$ cat src/rtl/burst_sched.sv
`timescale 1ns/1ps
module burst_sched #(
  parameter int ADDR_W     = 32,
  parameter int DATA_W     = 32,
  parameter int BEATS      = 4,
  parameter int FIFO_DEPTH = 64,
  parameter int BYTE_W     = 2,
  parameter int COLLO_W    = 2,
  parameter int BANK_W     = 3,
  parameter int COLHI_W    = 8,
  parameter bit REMAP      = 1'b1,
  localparam int LVL_W     = $clog2(FIFO_DEPTH + 1)
) (
  input  logic              clk,
  input  logic              rst_n,
  input  logic              frame_start,
  input  logic [ADDR_W-1:0] wr_base,
  input  logic [ADDR_W-1:0] rd_base,
  input  logic [ADDR_W-1:0] frame_bytes,
  input  logic [LVL_W-1:0]  wfifo_level,
  input  logic [LVL_W-1:0]  rfifo_level,
  output logic              wfifo_pop,
  input  logic [DATA_W-1:0] wfifo_data,
  output logic              rfifo_push,
  output logic [DATA_W-1:0] rfifo_data,
  input  logic              cmd_ready,
  output logic              write_cmd,
  output logic              read_cmd,
  output logic [3:0]        mem_cmd,
  output logic [ADDR_W-1:0] mem_addr,
  input  logic              write_data_ready,
  output logic [DATA_W-1:0] write_data,
  input  logic [DATA_W-1:0] read_data,
  input  logic              read_data_valid
);
  localparam int CNT_W = $clog2(BEATS);
  localparam int ROW_LSB = BYTE_W + COLLO_W + BANK_W + COLHI_W;
  localparam logic [LVL_W-1:0]  HALF_L  = LVL_W'(FIFO_DEPTH / 2);
  localparam logic [LVL_W-1:0]  BEATS_L = LVL_W'(BEATS);
  localparam logic [LVL_W-1:0]  ROOM_L  = LVL_W'(FIFO_DEPTH - BEATS);
  localparam logic [ADDR_W-1:0] STEP    = ADDR_W'(BEATS * (DATA_W / 8));
  localparam logic [CNT_W-1:0]  LAST    = CNT_W'(BEATS - 1);
  localparam logic [3:0] WR_CODE = REMAP ? 4'b0100 : 4'b0010;
  localparam logic [3:0] RD_CODE = REMAP ? 4'b0011 : 4'b0001;

  typedef enum logic [2:0] {S_IDLE, S_WCMD, S_WDAT, S_RCMD, S_RDAT} st_t;

  st_t               state;
  logic              wr_mode;
  logic [CNT_W-1:0]  beat;
  logic [ADDR_W-1:0] wr_off, rd_off, lin;
  logic              wr_act, rd_ok;

  assign wr_act = (wr_mode || wfifo_level >= HALF_L) && wfifo_level >= BEATS_L;
  assign rd_ok  = wfifo_level < HALF_L && rfifo_level < HALF_L && rfifo_level <= ROOM_L;

  assign write_cmd  = state == S_WCMD;
  assign read_cmd   = state == S_RCMD;
  assign mem_cmd    = write_cmd ? WR_CODE : (read_cmd ? RD_CODE : 4'b0000);
  assign wfifo_pop  = write_data_ready && state == S_WDAT;
  assign rfifo_push = read_data_valid && state == S_RDAT;
  assign rfifo_data = read_data;
  assign lin        = read_cmd ? rd_base + rd_off : wr_base + wr_off;

  generate
    if (REMAP) begin : g_remap
      assign mem_addr = {lin[ADDR_W-1:ROW_LSB],
                         lin[BYTE_W+COLLO_W +: BANK_W],
                         lin[BYTE_W+COLLO_W+BANK_W +: COLHI_W],
                         lin[BYTE_W +: COLLO_W],
                         lin[BYTE_W-1:0]};
    end else begin : g_linear
      assign mem_addr = lin;
    end
  endgenerate

  function automatic logic [ADDR_W-1:0] step_off(input logic [ADDR_W-1:0] off,
                                                 input logic [ADDR_W-1:0] size);
    return (off + STEP >= size) ? '0 : off + STEP;
  endfunction

  always_ff @(posedge clk or negedge rst_n) begin
    if (!rst_n) begin
      state      <= S_IDLE;
      wr_mode    <= 1'b0;
      beat       <= '0;
      wr_off     <= '0;
      rd_off     <= '0;
      write_data <= '0;
    end else begin
      write_data <= wfifo_data;
      case (state)
        S_IDLE: begin
          wr_mode <= wr_act;
          beat    <= '0;
          if (wr_act)     state <= S_WCMD;
          else if (rd_ok) state <= S_RCMD;
        end
        S_WCMD: if (cmd_ready) state <= S_WDAT;
        S_RCMD: if (cmd_ready) state <= S_RDAT;
        S_WDAT: if (write_data_ready) begin
          beat <= beat + 1'b1;
          if (beat == LAST) state <= S_IDLE;
        end
        S_RDAT: if (read_data_valid) begin
          beat <= beat + 1'b1;
          if (beat == LAST) state <= S_IDLE;
        end
        default: state <= S_IDLE;
      endcase
      if (frame_start) begin
        wr_off <= '0;
        rd_off <= '0;
      end else begin
        if (write_cmd && cmd_ready) wr_off <= step_off(wr_off, frame_bytes);
        if (read_cmd && cmd_ready)  rd_off <= step_off(rd_off, frame_bytes);
      end
    end
  end
endmodule

$ cat config.mk
export PLATFORM = sky130hd
export DESIGN_NAME = burst_sched
export DESIGN_NICKNAME = d
export VERILOG_FILES = /design/src/rtl/burst_sched.sv
export SDC_FILE = /design/constraint.sdc
export NUM_CORES = 1
export LEC_CHECK = 0
export BUFFER_PORTS_ARGS = -buffer_cell sky130_fd_sc_hd__buf_2
export CORE_MARGIN = 2
export CORE_UTILIZATION = 57
export DETAILED_ROUTE_END_ITERATION = 6
export GPL_ROUTABILITY_DRIVEN = 0
export PLACE_DENSITY = 0.88
export SETUP_SLACK_MARGIN = 0.02
export SLEW_MARGIN = 20
export SYNTH_ARGS = -nofsm -noshare
export SYNTH_HDL_FRONTEND = slang
export SYNTH_SLANG_ARGS = --single-unit
$ cat constraint.sdc
create_clock -name clk -period 6 [get_ports clk]
set_input_delay 0 -clock clk [delete_from_list [all_inputs] [get_ports clk]]
set_output_delay 0 -clock clk [all_outputs]
set_load 0.02 [all_outputs]
==> results.json <==
{
  "cts-buffers-inserted": 9,
  "status": "finished, final reports clean",
  "fin_crit_ns": 4.35,
  "avgSynthCellArea_sq_um": 8.26,
  "hold_viol_final": 0,
  "fill_cells": 1256,
  "die_y_um": 129,
  "grt_max_degree": 54,
  "ir_worst_vdd_mv": 0.188,
  "cts_tree": "yes",
  "skew_ns": 0.0209,
  "finalSetupViolCount": 0,
  "min-delay-path-class": "input pin to output pin",
  "slew_headroom": 0.498,
  "yosysWarnings": 0,
  "cts_buffer_depth": 2,
  "cts-root-buf": "clkbuf_16",
  "cp_top_family": "simple AND/OR/NAND/NOR gates",
  "synth_cell_types": 66,
  "hpwl_mm": 19.1,
  "antenna_found_initial": 1,
  "p_sw_uw": 823,
  "coreArea_sq_um": 15200,
  "whs_ns": 0.00000776,
  "internal_power_mw": 1.24,
  "synth_top_cell_by_area": "dfrtp_1",
  "synth_area_sq_um": 8880,
  "drc": 0,
  "crit_required_ns": 6.29,
  "wire_per_inst_um": 16.6,
  "worst_slew_pin_slew_ns": 0.751,
  "drv_slew": 0,
  "track_usage": 0.293,
  "seq_area_frac_synth": 0.265,
  "finalCritPeriodShare": 0.726,
  "cts_htree_levels": 3,
  "p_leak_nw": 5.60,
  "syn_nets": 1368,
  "drtIter0Drc": 595,
  "cp_cell_sequence": "ha_1 -> and3_1 -> nand3_1 -> nor2b_1 -> and3_1 -> and2_2 -> nand4_1 -> xnor2_1 -> ha_1 -> a21o_1 -> a21oi_1 -> nor2_1 -> a31o_2 -> a211oi_4 -> buf_4 -> a21oi_1 -> o21ai_0",
  "ant_nets": 0,
  "die_area_sq_um": 16600,
  "synth_top_area_share": 0.265,
  "seqPwrFrac": 0.341,
  "path_buf_inv": 1,
  "area_delta_synth_final_pct": 18.1,
  "worstPathArrival_ns": 4.64,
  "nets": 1568,
  "path_class": "register to register",
  "synthFlopType": "dfrtp_1",
  "synthTopCellsByArea": "dfrtp_1, ha_1, xnor2_1",
  "synth_edf_count": 0,
  "rsz0062_at_grt": "false",
  "drt_pass1_iterations": 7,
  "cts.sinks": 94,
  "ys_ff_latch": 94,
  "io_pins": 284,
  "power.density_nw_per_um2": 197,
  "dieWidth_um": 129,
  "vias": 8659,
  "cap_violations": 0,
  "postRouteWirelength_mm": 24.4,
  "grt_pass1_vias": 8142,
  "startpoint_type": "register",
  "slowest_stage": "dfrtp_1",
  "cp-end-kind": "register",
  "grt_pass1_wl_mm": 38.5,
  "max_freq_mhz": 230,
  "synthCells": 1075,
  "clkLatencyLatePin_ns": 0.37,
  "initial_utilization": 0.584,
  "clockPowerShare": 0.285,
  "pwr-share-comb": 0.374,
  "via_per_inst": 5.89,
  "drive_gt1_frac": 0.216,
  "sw_frac_of_total": 0.398,
  "setup-tns-final_ns": 0,
  "overflow": 0,
  "synthArstFlopShare": 1.00,
  "slowest_delay_ns": 0.46,
  "port_buffers": 211,
  "rows": 45,
  "clk_pin_slew_worst_paths_ns": 0.08,
  "worst-path-max-fanout": 38
}
## layer usage
metal | track usage | vias to the layer above | part of all wire | wire, um
li1 | - | 4188 | - | -
met1 | 0.366 | 4029 | 0.42 | 10200
met2 | 0.502 | 384 | 0.48 | 11700
met3 | 0.0437 | 58 | 0.069 | 1680
met4 | 0.132 | 0 | 0.033 | 808
met5 | 0 | - | 0 | 0
## metrics by stage
stage	power, mW	util	instance area [sq um]	cells	setup WS (ns)
2_1_floorplan	1.24	-	8880	1075	2.36
3_3_place_gp	1.45	0.647	9840	1417	1.86
3_5_place_dp	1.47	0.647	9840	1417	1.73
4_1_cts	2.07	0.690	10500	1468	1.70
5_1_grt	2.18	0.690	10500	1468	1.36
6_report	2.07	0.690	10500	1469	1.65
## area by class of cell
type / instances / area, sq um / area share
Clock buffer: 9 / 225 / 0.0215
Timing Repair Buffer: 254 / 1470 / 0.140
Tap cell: 188 / 235 / 0.0224
Multi-Input combinational cell: 851 / 5890 / 0.561
Antenna cell: 1 / 2.50 / 0.000239
Inverter: 65 / 244 / 0.0233
Clock inverter: 7 / 72.6 / 0.00692
Sequential cell: 94 / 2350 / 0.224
## path summary, 6_finish.rpt
check                                    from              to  slack, ns  cells past startpoint
worst max register to register      wr_off[4]      wr_off[27]       1.65                     17
worst min register to register        wr_mode         wr_mode       0.51                      1
max in group asynchronous               rst_n       wr_off[8]       4.76                      3
worst max-delay path                wr_off[4]      wr_off[27]       1.65                     17
min in group asynchronous               rst_n      rd_off[29]       0.16                      2
worst min-delay path            read_data[11]  rfifo_data[11]   0.000008                      0
## cells by family (layout without fill, tap and decap cells)
family,Yosys count,count (layout),share of synthesized area
mux,9,9,0.0104
simple gates,360,360,0.197
other cells,1,2,0.000422
compound gates,280,280,0.206
flops,94,94,0.265
fa+ha+maj,113,113,0.159
xor+xnor,88,88,0.0885
buf+inv,130,335,0.0737
## timing repair
action / 4_1_cts / 5_1_grt
hold endpoints to repair: 74 / 0
gates resized for setup: 0 / 0
setup buffers: 0 / 0
endpoints found under the setup margin: 0 / 0
hold buffers: 35 / 0
## power by group through the flow
stage	clock, mW	sequential, mW	combinational [mW]
global placement	0	0.715	0.733
finish	0.589	0.705	0.773
detailed placement	0	0.717	0.748
CTS	0.595	0.705	0.769
global route	0.618	0.713	0.845
floorplan	0	0.707	0.533
## registers in the layout (all words and copies together) (netlist names)
register	flops
beat	2
rd_off	28
write_data	32
wr_off	28
state	3
wr_mode	1
## synth_stat cells (3+ instances only)
master     instances
a211o_1            3
a211oi_1           6
a211oi_2           4
a21o_1            42
a21oi_1           84
a22o_1            15
a31oi_1            6
and2_1             8
and3_1            16
and4_1             5
buf_2              5
buf_4             38
clkbuf_1          16
dfrtp_1           94
ha_1             113
inv_1             65
mux2i_1            7
nand2_1          132
nand2b_1           6
nand3_1           40
nand3b_1           3
nand4_1           22
nor2_1            65
nor2b_1           17
nor3_1            11
nor3b_1            5
nor4_1             5
o2111ai_1          3
o211ai_1           7
o21a_1             7
o21ai_0           53
o21ai_1           12
o21bai_1           3
o22ai_1           11
o31ai_1            4
or2_2             14
or3_1              3
xnor2_1           61
xor2_1            25
## cell usage in the layout (no fill, tap or decap), types with 6 or more instances in the layout
cell,count
a21oi_1,82
buf_2,210
nand4_1,22
inv_1,65
nor2b_1,17
a211oi_1,6
a22o_1,15
a31oi_1,6
nand2b_1,6
and2_1,8
o211ai_1,7
o21ai_1,12
xor2_1,25
o21ai_0,53
mux2i_1,7
a21o_1,42
or2_2,14
nor2_1,65
buf_4,9
and3_1,16
o22ai_1,11
nor3_1,11
clkbuf_16,9
ha_1,113
nand3_1,40
dlygate4sd3_1,35
nand2_1,132
o21a_1,7
xnor2_1,61
dfrtp_1,94
(Power assumes the default switching activity.)
